--- src/rtl/irq_entry_pkg.sv ---
// Shared types for the interrupt entry sequencer.
// Assumes: nothing beyond IEEE 1800-2017 enums.
package irq_entry_pkg;
    typedef enum logic [1:0] {
        CLS_EXC,
        CLS_FAST,
        CLS_HW,
        CLS_SW
    } cls_e;

    typedef enum logic [2:0] {
        ST_IDLE,
        ST_PUSH_PC,
        ST_PUSH_PSW,
        ST_FETCH,
        ST_DONE
    } st_e;
endpackage

--- src/rtl/irq_entry_arb.sv ---
// Acceptance and arbitration. Applies each class's masking rule and picks
// one winner (exception > fast > hardware > software). It also works out
// the winner's target: the handler PC for fast entries, the vector read
// address for all others, and the priority level the handler will run at.
// Assumes: purely combinational; the caller gates the grant with its idle state.
module irq_entry_arb
    import irq_entry_pkg::*;
#(
    parameter int AW = 32,
    parameter int VW = 8,
    parameter int LW = 4,
    parameter int EW = 4,
    parameter logic [AW-1:0] EXC_BASE = 32'hFFFF_FFC0
) (
    input  logic          hw_req,
    input  logic [LW-1:0] hw_lvl,
    input  logic [VW-1:0] hw_vec,
    input  logic          fast_req,
    input  logic          sw_req,
    input  logic          sw_brk,
    input  logic [VW-1:0] sw_vec,
    input  logic          exc_req,
    input  logic [EW-1:0] exc_vec,
    input  logic          ie,
    input  logic [LW-1:0] ipl,
    input  logic [AW-1:0] tbl_base,
    input  logic [AW-1:0] fast_pc,
    output logic          grant,
    output cls_e          cls,
    output logic [AW-1:0] tgt,
    output logic [LW-1:0] tgt_ipl
);
    localparam logic [LW-1:0] LMAX = '1;
    localparam int TPAD = AW - VW - 2;
    localparam int EPAD = AW - EW - 2;

    logic          ok_exc, ok_fast, ok_hw, ok_sw;
    logic [VW-1:0] soft_vec;

    // Masking rule of each class
    always_comb begin
        ok_exc   = exc_req;
        ok_fast  = fast_req & ie & (ipl != LMAX);
        ok_hw    = hw_req & ie & (ipl < hw_lvl);
        ok_sw    = sw_req | sw_brk;
        soft_vec = sw_brk ? '0 : sw_vec;
    end

    // Fixed-priority pick and target computation
    always_comb begin
        grant   = ok_exc | ok_fast | ok_hw | ok_sw;
        cls     = CLS_SW;
        tgt     = tbl_base + {{TPAD{1'b0}}, soft_vec, 2'b00};
        tgt_ipl = ipl;
        if (ok_exc) begin
            cls = CLS_EXC;
            tgt = EXC_BASE + {{EPAD{1'b0}}, exc_vec, 2'b00};
        end else if (ok_fast) begin
            cls     = CLS_FAST;
            tgt     = fast_pc;
            tgt_ipl = LMAX;
        end else if (ok_hw) begin
            cls     = CLS_HW;
            tgt     = tbl_base + {{TPAD{1'b0}}, hw_vec, 2'b00};
            tgt_ipl = hw_lvl;
        end
    end
endmodule

--- src/rtl/irq_entry_fsm.sv ---
// Entry sequencer. It captures the winning request while idle, then walks
// push-PC, push-PSW and fetch for table and exception entries, or jumps
// straight to done for fast entries.
// Assumes: rd_valid is high only while rd_req is high, and for one cycle.
module irq_entry_fsm
    import irq_entry_pkg::*;
#(
    parameter int AW = 32,
    parameter int DW = 32,
    parameter int LW = 4
) (
    input  logic          clk,
    input  logic          rst_n,
    input  logic          grant,
    input  cls_e          cls,
    input  logic [AW-1:0] tgt,
    input  logic [LW-1:0] tgt_ipl,
    input  logic [AW-1:0] pc_in,
    input  logic [DW-1:0] psw_in,
    input  logic          rd_valid,
    input  logic [DW-1:0] rd_data,
    output logic          busy,
    output logic          push_en,
    output logic [DW-1:0] push_data,
    output logic          rd_req,
    output logic [AW-1:0] rd_addr,
    output logic          done,
    output logic [AW-1:0] new_pc,
    output logic          ack,
    output logic          bk_we,
    output logic [AW-1:0] bk_pc,
    output logic [DW-1:0] bk_psw,
    output logic [DW-1:0] sav_psw,
    output logic [LW-1:0] sav_ipl
);
    st_e           st, st_nx;
    cls_e          cls_q;
    logic [AW-1:0] tgt_q, pc_q, npc_q;
    logic [DW-1:0] psw_q;
    logic [LW-1:0] ipl_q;

    // Next-state decode
    always_comb begin
        st_nx = st;
        case (st)
            ST_IDLE:     if (grant) st_nx = (cls == CLS_FAST) ? ST_DONE : ST_PUSH_PC;
            ST_PUSH_PC:  st_nx = ST_PUSH_PSW;
            ST_PUSH_PSW: st_nx = ST_FETCH;
            ST_FETCH:    if (rd_valid) st_nx = ST_DONE;
            ST_DONE:     st_nx = ST_IDLE;
            default:     st_nx = ST_IDLE;
        endcase
    end

    // State register
    always_ff @(posedge clk) begin
        if (!rst_n) st <= ST_IDLE;
        else        st <= st_nx;
    end

    // Capture of request context at acceptance and of fetched handler PC
    always_ff @(posedge clk) begin
        if (!rst_n) begin
            cls_q <= CLS_SW;
            tgt_q <= '0;
            pc_q  <= '0;
            psw_q <= '0;
            ipl_q <= '0;
            npc_q <= '0;
        end else if (st == ST_IDLE && grant) begin
            cls_q <= cls;
            tgt_q <= tgt;
            pc_q  <= pc_in;
            psw_q <= psw_in;
            ipl_q <= tgt_ipl;
            npc_q <= tgt;
        end else if (st == ST_FETCH && rd_valid) begin
            npc_q <= rd_data;
        end
    end

    // Output decode from state and captured context
    always_comb begin
        busy      = (st != ST_IDLE);
        push_en   = (st == ST_PUSH_PC) || (st == ST_PUSH_PSW);
        push_data = (st == ST_PUSH_PSW) ? psw_q : pc_q;
        rd_req    = (st == ST_FETCH);
        rd_addr   = tgt_q;
        done      = (st == ST_DONE);
        new_pc    = npc_q;
        ack       = done && (cls_q == CLS_FAST || cls_q == CLS_HW);
        bk_we     = done && (cls_q == CLS_FAST);
        bk_pc     = pc_q;
        bk_psw    = psw_q;
        sav_psw   = psw_q;
        sav_ipl   = ipl_q;
    end


    fetch_hold_chk: assert property (@(posedge clk) disable iff (!rst_n)
        rd_req && !rd_valid |=> rd_req && $stable(rd_addr));

    fetch_done_chk: assert property (@(posedge clk) disable iff (!rst_n)
        rd_req && rd_valid |=> done && new_pc == $past(rd_data));

    push_order_chk: assert property (@(posedge clk) disable iff (!rst_n)
        push_en && !rd_req && $past(push_en) |=> rd_req);
endmodule

--- src/rtl/irq_entry_psw.sv ---
// Status word builder. It clears the enable, stack-select and mode flags
// of the saved word and inserts the handler's priority level.
// Assumes: the bit positions are parameters and do not overlap.
module irq_entry_psw #(
    parameter int DW        = 32,
    parameter int LW        = 4,
    parameter int IE_BIT    = 16,
    parameter int STK_BIT   = 17,
    parameter int MODE_BIT  = 20,
    parameter int IPL_LSB   = 24
) (
    input  logic [DW-1:0] sav_psw,
    input  logic [LW-1:0] sav_ipl,
    output logic [DW-1:0] new_psw
);
    // Flag clearing and level insertion
    always_comb begin
        new_psw                   = sav_psw;
        new_psw[IE_BIT]           = 1'b0;
        new_psw[STK_BIT]          = 1'b0;
        new_psw[MODE_BIT]         = 1'b0;
        new_psw[IPL_LSB +: LW]    = sav_ipl;
    end
endmodule

--- src/rtl/irq_entry_seq.sv ---
// Top of the interrupt entry sequencer. It wires arbitration, the entry
// state machine and the status builder together, and holds the sleep flag.
// Assumes: psw_in and pc_in are stable while the block is idle and a request
// is presented.
module irq_entry_seq
    import irq_entry_pkg::*;
#(
    parameter int AW       = 32,
    parameter int DW       = 32,
    parameter int VW       = 8,
    parameter int LW       = 4,
    parameter int EW       = 4,
    parameter int IE_BIT   = 16,
    parameter int STK_BIT  = 17,
    parameter int MODE_BIT = 20,
    parameter int IPL_LSB  = 24,
    parameter logic [AW-1:0] EXC_BASE = 32'hFFFF_FFC0
) (
    input  logic          clk,
    input  logic          rst_n,
    input  logic          hw_req,
    input  logic [LW-1:0] hw_lvl,
    input  logic [VW-1:0] hw_vec,
    input  logic          fast_req,
    input  logic          sw_req,
    input  logic          sw_brk,
    input  logic [VW-1:0] sw_vec,
    input  logic          exc_req,
    input  logic [EW-1:0] exc_vec,
    input  logic [AW-1:0] pc_in,
    input  logic [DW-1:0] psw_in,
    input  logic [AW-1:0] tbl_base,
    input  logic [AW-1:0] fast_pc,
    input  logic          sleep_req,
    output logic          busy,
    output logic          asleep,
    output logic          push_en,
    output logic [DW-1:0] push_data,
    output logic          rd_req,
    output logic [AW-1:0] rd_addr,
    input  logic          rd_valid,
    input  logic [DW-1:0] rd_data,
    output logic          done,
    output logic [AW-1:0] new_pc,
    output logic [DW-1:0] new_psw,
    output logic          ack,
    output logic          bk_we,
    output logic [AW-1:0] bk_pc,
    output logic [DW-1:0] bk_psw
);
    localparam logic [LW-1:0] LMAX = '1;

    logic          grant, idle_grant, any_pend;
    cls_e          cls;
    logic [AW-1:0] tgt;
    logic [LW-1:0] tgt_ipl, sav_ipl;
    logic [DW-1:0] sav_psw;

    irq_entry_arb #(.AW(AW), .VW(VW), .LW(LW), .EW(EW), .EXC_BASE(EXC_BASE)) u_arb (
        .hw_req(hw_req), .hw_lvl(hw_lvl), .hw_vec(hw_vec),
        .fast_req(fast_req), .sw_req(sw_req), .sw_brk(sw_brk), .sw_vec(sw_vec),
        .exc_req(exc_req), .exc_vec(exc_vec),
        .ie(psw_in[IE_BIT]), .ipl(psw_in[IPL_LSB +: LW]),
        .tbl_base(tbl_base), .fast_pc(fast_pc),
        .grant(grant), .cls(cls), .tgt(tgt), .tgt_ipl(tgt_ipl)
    );

    // The state machine only accepts while idle, so the raw grant passes through
    assign idle_grant = grant;

    irq_entry_fsm #(.AW(AW), .DW(DW), .LW(LW)) u_fsm (
        .clk(clk), .rst_n(rst_n),
        .grant(idle_grant), .cls(cls), .tgt(tgt), .tgt_ipl(tgt_ipl),
        .pc_in(pc_in), .psw_in(psw_in),
        .rd_valid(rd_valid), .rd_data(rd_data),
        .busy(busy), .push_en(push_en), .push_data(push_data),
        .rd_req(rd_req), .rd_addr(rd_addr),
        .done(done), .new_pc(new_pc), .ack(ack),
        .bk_we(bk_we), .bk_pc(bk_pc), .bk_psw(bk_psw),
        .sav_psw(sav_psw), .sav_ipl(sav_ipl)
    );

    irq_entry_psw #(.DW(DW), .LW(LW), .IE_BIT(IE_BIT), .STK_BIT(STK_BIT),
                    .MODE_BIT(MODE_BIT), .IPL_LSB(IPL_LSB)) u_psw (
        .sav_psw(sav_psw), .sav_ipl(sav_ipl), .new_psw(new_psw)
    );

    // Any request, masked or not, counts as pending for wake-up
    assign any_pend = hw_req | fast_req | sw_req | sw_brk | exc_req;

    // Sleep flag: wake-up wins over a new sleep request
    always_ff @(posedge clk) begin
        if (!rst_n)         asleep <= 1'b0;
        else if (any_pend)  asleep <= 1'b0;
        else if (sleep_req) asleep <= 1'b1;
    end


    entry_flags_chk: assert property (@(posedge clk) disable iff (!rst_n)
        done |-> !new_psw[IE_BIT] && !new_psw[STK_BIT] && !new_psw[MODE_BIT]);

    fast_level_chk: assert property (@(posedge clk) disable iff (!rst_n)
        bk_we |-> new_psw[IPL_LSB +: LW] == LMAX && ack && !push_en);

    wake_chk: assert property (@(posedge clk) disable iff (!rst_n)
        any_pend |=> !asleep);

    busy_ignore_chk: assert property (@(posedge clk) disable iff (!rst_n)
        busy && !done |=> busy);
endmodule

--- config.mk ---
export PLATFORM = sky130hd
export DESIGN_NAME = irq_entry_seq
export DESIGN_NICKNAME = d
export VERILOG_FILES = /design/src/rtl/irq_entry_pkg.sv /design/src/rtl/irq_entry_arb.sv /design/src/rtl/irq_entry_fsm.sv /design/src/rtl/irq_entry_psw.sv /design/src/rtl/irq_entry_seq.sv
export SDC_FILE = /design/constraint.sdc
export NUM_CORES = 1
export LEC_CHECK = 0
export BUFFER_PORTS_ARGS = -buffer_cell sky130_fd_sc_hd__buf_4
export CORE_AREA = 3 3 151 153
export DETAILED_ROUTE_END_ITERATION = 10
export DIE_AREA = 0 0 154 156
export PLACE_DENSITY = 0.72
export RECOVER_POWER = 25
export SLEW_MARGIN = 30
export SYNTH_ARGS = -nofsm -noshare
export SYNTH_HDL_FRONTEND = slang
export SYNTH_SLANG_ARGS = --single-unit
--- constraint.sdc ---
create_clock -name clk -period 3.98 [get_ports clk]
set_input_delay 0.199 -clock clk [delete_from_list [all_inputs] [get_ports clk]]
set_output_delay 0.199 -clock clk [all_outputs]
set_load 0.005 [all_outputs]
==> metrics.csv, run 1 <==
stage,metric,value,unit
global_route,track_usage,23.04,%
route,antenna_left,0,
setup_path,path_cells,buf_4 -> ha_1 -> a211oi_2 -> o21ai_1 -> buf_4 -> o21ai_0 -> ha_1 -> nand4_1 -> nor3_1 -> o211ai_1 -> nor3_1 -> xor2_1 -> o221ai_1 -> a21oi_1,
logic_synthesis,ys.flop_type,dfxtp_1,
sta,slew_headroom,1.415,%
die,dieArea,0.02402,sq mm
logic_synthesis,yosys.area_share.adder,2.354,%
sta,clock_skew,0.01397,ns
setup_path,r2r_end,u_fsm.new_pc[7],
placed_design,pre_cts_ws,0.3648,ns
clocking,numCtsBuffers,17,
layout,utilization,48.62,%
die,initial_core_util,33.33,%
placed_design,io_buffer_count,388,
clocking,path_clk_slew,0.06,ns
run_status,status,"complete, no violations",
setup_path,crit_path_max_fanout,12,
logic_synthesis,synthSimpleGateAreaFrac,22.98,%
setup_path,ff2ff_setup_slack,1.50,ns
logic_synthesis,netlist_area,0.007229,sq mm
setup_path,critical_path.startpoint_type,input pin,
placed_design,placed_cells,1532,
clocking,h-tree-depth,4,
die,std_cell_rows,54,
sta,hold_viol,0,
die,dieWidth,154,um
logic_synthesis,yosysSeqAreaShare,38.21,%
route,post_drt_wl_per_cell,18.93,um
setup_path,path_depth,14,
logic_synthesis,synth_xor_area_share,2.423,%
clocking,cts_sinks,138,
logic_synthesis,syn_avg_cell_area,7.699,sq um
global_route,grt_most_used_layer,met2,
layout,multi_input_area,0.003956,sq mm
setup_path,crit_required,4.25,ns
route,first_pass_iters,5,
layout,fin_cells,1564,
logic_synthesis,synth-seq-cells,138,
logic_synthesis,yosysTopAreaCell,dfxtp_1,
setup_path,path_buf_inv,2,
power,comb_power_share,47.2,%
sta,hold_slack,0.02829,ns
layout,antenna_cells,0,
logic_synthesis,syn_inst,939,
setup_path,critical-path-max-stage-delay,0.46,ns
clocking,cts_hold_buf,0,
global_route,grtUsageMet3,6.852,%
global_route,grt_max_degree,73,
setup_path,path_delay_family,compound AO/OA/AOI/OAI gates,
route,remaining_drc_errors,0,
setup_path,end_kind,flop,
setup_path,crit_type,input pin to flop,
sta,post-route-period-util,80.39,%
global_route,use_met1,25.41,%
clocking,cts_tree,done,
logic_synthesis,synth.mux.area_fraction,6.681,%
die,fp.dieH,156,um
global_route,grt_pass1_wl,43.67,mm
sta,setup_slack,0.7804,ns
power,peakVddDrop,0.3907,mV
route,finalWirelength,29.60,mm
route,drt-initial-drc-count,482,
global_route,first_global_vias,7726,
logic_synthesis,synthTopCellsByCount,"nand2_1 (221), dfxtp_1 (138), a21oi_1 (105), nor2_1 (62), o21ai_0 (47)",
layout,areaGrowthSynthToFinish,45.85,%
power,p_int,4.224,mW
global_route,grt_overflow,0,
global_route,antenna_found_initial,0,
hold_path,min_path_type,input pin to flop,
route,vias,7986,
sta,fin_crit,3.200,ns
clocking,insertion_delay,0.42,ns
power,p_leak,4.776,nW
run,maxCapViolCount,0,
placed_design,place.gp.congestion,0.9125,
logic_synthesis,yosysWarnings,0,
clocking,cts_resized,0,
route,avgViaCountPerCell,5.106,
die,ios,392,
power,p_clk_share,20.8,%
layout,regArea,0.002763,sq mm
logic_synthesis,yosysUniqueCellTypes,60,
sta,setup_tns,0,ns
setup_path,crit_start,psw_in[25],
logic_synthesis,ys_async_sr_fraction,0,%
sta,finalSetupViolCount,0,
sta,slew_violations,0,
logic_synthesis,yosysMostFrequentCell,nand2_1,
die,core_area,0.02169,sq mm
power,switching_share,40.35,%
clocking,cts-root-buf,clkbuf_16,
layout,final_nets,1477,
power,switchingPower,2.858,mW
sta,rsz0062_at_grt,false,
clocking,cts.path.max_buffers,2,
setup_path,r2r-start,u_fsm.st[2],
logic_synthesis,synth_area_leaders,"dfxtp_1 (38%), nand2_1 (11%), a21oi_1 (7.3%)",
logic_synthesis,synth_top_area_share,38.21,%
clocking,cts_setup_buffers,0,
power,power.density,671.7,mW/mm^2
sta,timing.fmax,0.3125,GHz
layout,fillCellCount,2198,
setup_path,crit_slowest_cell,ha_1,
logic_synthesis,synth_top_family_by_area,simple AND/OR/NAND/NOR gates,
logic_synthesis,synth-compound-area-share,19.82,%
power,seqPwrFrac,32.0,%
logic_synthesis,synth_edf_count,0,
setup_path,worstPathArrival,3.47,ns
setup_path,crit_end,u_fsm.rd_addr[31],
layout,drive_gt1_share,34.81,%
placed_design,dp_hpwl,22.63,mm
global_route,met2_usage,43.14,%
setup_path,rr_worst_depth,6,
sta,tightest_slew,1.479,ns
worst min-delay path by stage:
stage / startpoint / endpoint / slack, ns / depth (start not counted)
4_1_cts: pc_in[2] / u_fsm.bk_pc[2] / 0.01 / 3
2_1_floorplan: psw_in[16] / u_fsm.bk_psw[16] / 0.33 / 2
6_report: pc_in[2] / u_fsm.bk_pc[2] / 0.03 / 3
5_1_grt: pc_in[2] / u_fsm.bk_pc[2] / 0.003 / 3
3_5_place_dp: u_fsm.rd_addr[29] / u_fsm.rd_addr[29] / 0.45 / 2
3_3_place_gp: u_fsm.rd_addr[31] / u_fsm.rd_addr[31] / 0.44 / 2
worst register-to-register path, cell delays in order, from the launching register on:
cell and delay, ns:
dfxtp_1 0.45, nor3_2 0.11, inv_1 0.31, a21o_4 0.66
nor2_1 0.29, a31oi_1 0.41, a21boi_0 0.20
per-stage QoR:
step	total power [mW]	cell area [sq um]
3_5_place_dp	5.792	10140
4_1_cts	7.286	10670
3_3_place_gp	5.757	10140
2_1_floorplan	3.993	7237
5_1_grt	7.546	10540
6_report	7.082	10540
routing by layer:
metal / share of wire [%] / vias up
li1: - / 3873
met5: 0 / -
met2: 52 / 336
met4: 1.9 / 0
met3: 7.9 / 33
met1: 38 / 3744
registers in the layout (all words and copies together) (netlist names):
name,cells
u_fsm.bk_pc,32
u_fsm.bk_psw,32
u_fsm.new_pc,32
u_fsm.rd_addr,32
u_fsm.sav_ipl,4
u_fsm.st,3
u_fsm.cls_q,2
asleep,1
layout by cell type (no fill, tap or decap), drive strengths merged, types with 7 or more instances in the layout:
master  Yosys  layout
ha         12      12
nand2     221     221
mux2i      10      10
nand4       7       7
clkbuf     32     104
o21ai      52      52
buf        57     317
nor2       63      63
nand2b      8       8
mux2       34      34
and3        8       8
a31oi       8       8
xor2       11      11
nand3      28      28
dfxtp     138     138
a211oi      9       9
xnor2       9       9
nor3       17      17
inv        17      21
o211ai      7       7
nand3b      8       8
a21oi     110     110
cells by family after synthesis:
family / Yosys count
other: 1
DFF: 138
muxes: 44
and+or+nand+nor: 382
adders and majority gates: 13
buffers and inverters: 107
AOI/OAI and AO/OA: 234
xor gates and xnor gates: 20
cell type report:
| type | count | share of cell area [%] |
|---|---|---|
| inverters | 18 | 0.6527 |
| well taps | 280 | 3.323 |
| repair buffers | 400 | 27.27 |
| clock buffers | 21 | 4.177 |
| flip-flops and latches | 138 | 26.20 |
| multi-input cells | 696 | 37.52 |
| clock inverters | 11 | 0.8544 |
power by group through the flow:
stage	clock, mW	sequential (mW)	combinational, mW
final	1.47	2.27	3.34
after global routing	1.57	2.33	3.65
after CTS	1.51	2.27	3.51
after detailed placement	0	2.29	3.50
after global placement	0	2.28	3.47
after floorplan	0	2.26	1.74
Note: power is estimated with default switching activity, not from simulation.
==> run 2: changes to the inputs <==
==> constraint.sdc (replaced) <==
create_clock -name clk -period 2.99 [get_ports clk]
set_input_delay 0.1495 -clock clk [delete_from_list [all_inputs] [get_ports clk]]
set_output_delay 0.1495 -clock clk [all_outputs]
set_load 0.005 [all_outputs]
==> metrics.csv, run 2 (synthesis results as in run 1) <==
stage,metric,value,unit,change
run_status,status,"complete, no violations",,
die,fp.dieH,156,um,unchanged
setup_path,rr_worst_depth,8,,+2
hold_path,min_path_cells,3,,unchanged
placed_design,pre_cts_ws,-0.2768,ns,-0.6415 ns
die,ios,392,,unchanged
route,drt-initial-drc-count,569,,+18%
clocking,cts_tree,done,,
run,maxCapViolCount,0,,unchanged
global_route,grt_max_degree,71,,-2.7%
sta,clock_skew,0.01301,ns,-0.0009634 ns
global_route,track_usage,24.48,%,+1.4 points
clocking,insertion_delay,0.41,ns,about the same
clocking,path_clk_slew,0.07,ns,about the same
sta,tightest_slew,0.6063,ns,-0.8725 ns
layout,antenna_cells,0,,unchanged
sta,hold_viol,0,,unchanged
setup_path,worstPathArrival,3.09,ns,-0.38 ns
global_route,grt_pass1_wl,46.47,mm,+6.4%
power,p_int,5.908,mW,+40%
placed_design,placed_cells,1578,,+3.0%
clocking,h-tree-depth,4,,unchanged
layout,multi_input_area,0.004055,sq mm,+2.5%
route,post_drt_wl_per_cell,18.69,um,-1.2%
die,initial_core_util,33.33,%,unchanged
route,antenna_left,0,,unchanged
clocking,cts-root-buf,clkbuf_16,,
route,finalWirelength,31.33,mm,+5.8%
layout,fin_cells,1676,,+7.2%
power,power.density,840.8,mW/mm^2,+25%
layout,final_common_cell,buf_4,,
die,core_area,0.02169,sq mm,unchanged
power,switching_share,39.98,%,-0.38 points
placed_design,dp_hpwl,23.58,mm,+4.2%
die,std_cell_rows,54,,unchanged
sta,finalSetupViolCount,0,,unchanged
power,peakVddDrop,0.4797,mV,+23%
route,vias,8510,,+6.6%
power,p_clk_share,20.8,%,about the same
sta,slew_violations,0,,unchanged
power,comb_power_share,48.5,%,+1.3 points
die,dieArea,0.02402,sq mm,unchanged
power,p_leak,5.326,nW,+12%
power,seqPwrFrac,30.7,%,-1.3 points
sta,slew_headroom,59.58,%,+58 points
setup_path,critical_path.startpoint_type,input pin,,
global_route,grt_overflow,0,,unchanged
sta,timing.fmax,0.3548,GHz,
setup_path,crit_path_max_fanout,12,,unchanged
setup_path,crit_type,input pin to flop,,
sta,fin_crit,2.819,ns,
die,dieWidth,154,um,unchanged
clocking,cts.path.max_buffers,2,,unchanged
clocking,numCtsBuffers,17,,unchanged
placed_design,io_buffer_count,388,,unchanged
placed_design,place.gp.congestion,0.9419,,+3.2%
global_route,first_global_vias,8362,,+8.2%
layout,areaGrowthSynthToFinish,61.94,%,
route,avgViaCountPerCell,5.078,,-0.56%
sta,setup_slack,0.1715,ns,-0.6089 ns
power,switchingPower,3.935,mW,+38%
setup_path,end_kind,flop,,
layout,layout_common_cells,"buf_4 (365), nand2_1 (221), dfxtp_1 (138)",,
layout,fillCellCount,2009,,-8.6%
layout,drive_gt1_share,36.82,%,+2.0 points
layout,final_nets,1589,,+7.6%
setup_path,crit_required,3.27,ns,-0.98 ns
sta,post-route-period-util,94.27,%,
layout,regArea,0.002763,sq mm,unchanged
global_route,antenna_found_initial,0,,unchanged
route,first_pass_iters,5,,unchanged
route,remaining_drc_errors,0,,unchanged
hold_path,min_path_type,input pin to flop,,
clocking,cts_sinks,138,,unchanged
-- run 2: cell count changes in the layout (fill, tap and decap cells not counted), moves of 3 or more --
cell,previous run,this run
buf_4,317,365
clkbuf_8,0,3
clkinvlp_4,4,1
a21oi_1,105,102
ha_4,0,3
clkbuf_4,49,45
inv_1,17,13
a21oi_2,4,7
dlygate4sd3_1,0,63
ha_1,12,8
-- run 2: power groups by stage --
stage / combinational (mW) / clock [mW] / sequential (mW)
2_1_floorplan: 2.33 / 0 / 3.00
3_3_place_gp: 4.84 / 0 / 3.04
3_5_place_dp: 4.88 / 0 / 3.06
4_1_cts: 4.96 / 2.11 / 3.03
5_1_grt: 5.18 / 2.20 / 3.11
6_report: 4.77 / 2.05 / 3.02
-- run 2: cell type report --
cell class | instances | share of cell area [%]
multi-input cells | 696 | 34.64
repair buffers | 512 | 33.21
flip-flops and latches | 138 | 23.60
clock buffers | 21 | 4.018
well taps | 280 | 2.992
clock inverters | 11 | 0.8550
inverters | 18 | 0.6947
-- run 2: critical path: stages --
cell and delay [ns]:
buf_4 0.12, ha_4 0.24, a211oi_4 0.23, o21ai_4 0.10, buf_4 0.18, nand3b_1 0.08
o21ai_0 0.10, ha_1 0.36, a211oi_1 0.25, o22ai_1 0.16, o211ai_1 0.32, nor3_1 0.09
buf_4 0.15, xor2_1 0.13, o221ai_1 0.31, a21oi_1 0.11
-- run 2: repair_timing --
action | 4_1_cts | 5_1_grt
setup endpoints to repair | 0 | 12
endpoints found under the hold margin | 62 | 0
resized for setup | 0 | 5
hold buffers | 63 | 0
buffers inserted | 0 | 3
-- run 2: final timing paths --
path / end / slack [ns] / startpoint
setup reg to reg: u_fsm.new_pc[5] / 0.63 / u_fsm.st[2]
hold / removal: u_fsm.new_pc[12] / 0.03 / rd_data[12]
hold reg to reg: u_fsm.rd_addr[26] / 0.45 / u_fsm.rd_addr[26]
setup / recovery: u_fsm.new_pc[31] / 0.17 / psw_in[25]
-- run 2: per-stage QoR --
| stage | power (mW) | hold WS [ns] | setup TNS, ns | area [sq um] | utilization (%) |
|---|---|---|---|---|---|
| 2_1_floorplan | 5.334 | 0.2855 | -0.04906 | 7343 | - |
| 3_3_place_gp | 7.879 | 0.3957 | -4.975 | 10600 | 48.85 |
| 3_5_place_dp | 7.940 | 0.4043 | -7.563 | 10600 | 48.85 |
| 4_1_cts | 10.10 | 0.006009 | 0 | 11800 | 54.39 |
| 5_1_grt | 10.49 | 0.02048 | -0.003247 | 11710 | 53.98 |
| 6_report | 9.844 | 0.02545 | 0 | 11710 | 53.98 |
-- run 2: metal layers --
metal | vias to the layer above | track usage [%] | routed length (um)
met3 | 58 | 6.685 | 2352
li1 | 4096 | - | -
met1 | 3974 | 26.97 | 11880
met5 | - | 0 | 0
met4 | 0 | 12.45 | 1440
met2 | 382 | 43.30 | 15650
==> run 3: changes to the inputs <==
--- a/config.mk
+++ b/config.mk
@@ -9,7 +9,7 @@
 export CORE_AREA = 3 3 151 153
 export DETAILED_ROUTE_END_ITERATION = 10
 export DIE_AREA = 0 0 154 156
-export PLACE_DENSITY = 0.72
+export PLACE_DENSITY = 0.67
 export RECOVER_POWER = 25
 export SLEW_MARGIN = 30
 export SYNTH_ARGS = -nofsm -noshare
==> metrics.csv, run 3 (synthesis results as in run 1) <==
stage,metric,value,unit,change
run_status,status,"complete, no violations",,
route,finalWirelength,32.28,mm,+3.0%
sta,clock_skew,0.01490,ns,+0.001891 ns
global_route,grt_overflow,0,,unchanged
setup_path,critical-path-max-stage-delay,0.36,ns,about the same
route,drt-initial-drc-count,396,,-30%
clocking,h-tree-depth,4,,unchanged
clocking,path_clk_slew,0.07,ns,about the same
setup_path,end_kind,flop,,
sta,post-route-period-util,94.98,%,+0.71 points
layout,areaGrowthSynthToFinish,63.57,%,
route,remaining_drc_errors,0,,unchanged
setup_path,cp_common_cell,buf_4,,
global_route,first_global_vias,8550,,+2.2%
global_route,grt_pass1_wl,48.38,mm,+4.1%
setup_path,path_cells,buf_4 -> ha_4 -> a211oi_4 -> o21ai_4 -> o21ai_2 -> ha_2 -> inv_2 -> fa_2 -> nand2b_4 -> a21o_4 -> buf_4 -> a21oi_2 -> nand3_1 -> xor2_1 -> a311oi_2 -> buf_4 -> a21boi_1,,
power,seqPwrFrac,30.5,%,-0.2 points
hold_path,min_path_type,input pin to flop,,
setup_path,path_delay_family,compound AO/OA/AOI/OAI gates,,
die,dieArea,0.02402,sq mm,unchanged
setup_path,path_buf_inv,4,,+1
setup_path,worstPathArrival,3.20,ns,+0.11 ns
die,initial_core_util,33.33,%,unchanged
route,post_drt_wl_per_cell,19.20,um,+2.7%
route,avgViaCountPerCell,5.067,,-0.22%
run,maxCapViolCount,0,,unchanged
setup_path,critical_path.startpoint_type,input pin,,
clocking,cts-root-buf,clkbuf_16,,
setup_path,ff2ff_setup_slack,0.56,ns,-0.07 ns
setup_path,r2r-start,u_fsm.st[2],,
sta,setup_slack,0.1501,ns,-0.02131 ns
sta,rsz0062_at_grt,true,,
power,power.total,9.969,mW,+1.3%
sta,hold_viol,0,,unchanged
power,p_leak,5.374,nW,+0.91%
die,fp.dieH,156,um,unchanged
setup_path,crit_start,psw_in[25],,
placed_design,dp_hpwl,24.41,mm,+3.6%
route,antenna_left,0,,unchanged
layout,final_common_cell,buf_4,,
die,ios,392,,unchanged
layout,layout_common_cells,"buf_4 (364), nand2_1 (221), dfxtp_1 (138)",,
placed_design,io_buffer_count,388,,unchanged
power,peakVddDrop,0.4211,mV,-12%
die,std_cell_rows,54,,unchanged
sta,finalSetupViolCount,0,,unchanged
clocking,insertion_delay,0.42,ns,about the same
sta,slew_violations,0,,unchanged
sta,timing.fmax,0.3521,GHz,-0.75%
sta,tightest_slew,0.6224,ns,+0.01613 ns
placed_design,pre_cts_ws,-0.4439,ns,-0.1672 ns
die,dieWidth,154,um,unchanged
route,first_pass_iters,5,,unchanged
clocking,cts_sinks,138,,unchanged
setup_path,crit_type,input pin to flop,,
power,comb_power_share,48.2,%,-0.3 points
power,p_clk_share,21.3,%,+0.5 points
placed_design,place.gp.congestion,0.9230,,-2.0%
clocking,cts_tree,done,,
layout,fillCellCount,2073,,+3.2%
power,switching_share,40.85,%,+0.87 points
clocking,numCtsBuffers,17,,unchanged
sta,slew_headroom,58.35,%,-1.2 points
clocking,cts.path.max_buffers,2,,unchanged
setup_path,crit_required,3.35,ns,+0.08 ns
global_route,track_usage,25.53,%,+1.1 points
power,switchingPower,4.072,mW,+3.5%
layout,antenna_cells,0,,unchanged
global_route,antenna_found_initial,0,,unchanged
sta,fin_crit,2.840,ns,+0.02131 ns
route,vias,8517,,+0.082%
hold_path,min-delay-start,rd_data[14],,
global_route,grt_max_degree,60,,-15%
layout,drive_gt1_share,37.26,%,+0.44 points
setup_path,crit_slowest_cell,a311oi_2,,
layout,final_nets,1594,,+0.31%
power,power.density,843.0,mW/mm^2,+0.26%
sta,setup_tns,0,ns,unchanged
setup_path,crit_path_max_fanout,5,,-7
die,core_area,0.02169,sq mm,unchanged
power,p_int,5.897,mW,-0.20%
[run 3: changes by cell type in the layout (fill, tap and decap cells not counted), sizes merged]
cell         previous run  this run
buf                   367       366
clkinvlp                1         3
inv                    23        25
clkbuf                103        99
dlygate4sd3            63        69
[run 3: final timing paths]
kind	end	cells past startpoint
worst max-delay path	u_fsm.new_pc[14]	17
worst min-delay path	u_fsm.new_pc[14]	3
worst max register to register	u_fsm.new_pc[2]	7
worst min register to register	u_fsm.rd_addr[26]	2
[run 3: power groups by stage]
stage                     clock network [mW]  registers, mW  logic, mW
after CTS                               2.17           3.05       4.97
after global placement                     0           3.06       4.85
after global routing                    2.25           3.13       5.23
after floorplan                            0           3.00       2.33
final                                   2.12           3.04       4.81
after detailed placement                   0           3.08       4.88
[run 3: routing by layer]
metal | part of all wire, % | global-route usage, % | vias to the layer above
met5 | 0 | 0 | -
met4 | 3.9 | 10.13 | 0
met3 | 7.4 | 7.157 | 64
met2 | 51 | 47.05 | 385
met1 | 38 | 27.63 | 3966
li1 | - | - | 4102
[run 3: worst reg2reg max path, stage by stage, from the launching register on]
cell and delay, ns:
dfxtp_1 0.38, nor3_2 0.27, inv_1 0.23, a21oi_4 0.25, buf_4 0.37, buf_4 0.49, nand2_1 0.19, a21oi_1 0.18
[run 3: layout make-up]
cell class / instances / area (sq um) / area share [%]
multi-input cells: 696 / 4079 / 34.49
repair buffers: 517 / 3954 / 33.44
flip-flops and latches: 138 / 2763 / 23.36
clock buffers: 17 / 425.4 / 3.598
well taps: 280 / 350.3 / 2.963
clock inverters: 15 / 172.7 / 1.460
inverters: 18 / 81.33 / 0.6878
[run 3: timing repair]
action / 4_1_cts / 5_1_grt
endpoints found under the setup margin: 1 / 12
endpoints found under the hold margin: 67 / 0
resized for setup: 1 / 8
gates cloned: 0 / 0
pin swaps: 0 / 7
hold buffers: 69 / 0
setup buffers: 0 / 2
[run 3: metrics by stage]
stage	hold WS [ns]	area (sq um)	util (%)	cells
2_1_floorplan	0.2855	7343	-	941
3_3_place_gp	0.3959	10580	48.79	1578
3_5_place_dp	0.4041	10580	48.79	1578
4_1_cts	0.005094	11880	54.77	1679
5_1_grt	0.01720	11830	54.52	1681
6_report	0.01989	11830	54.52	1681
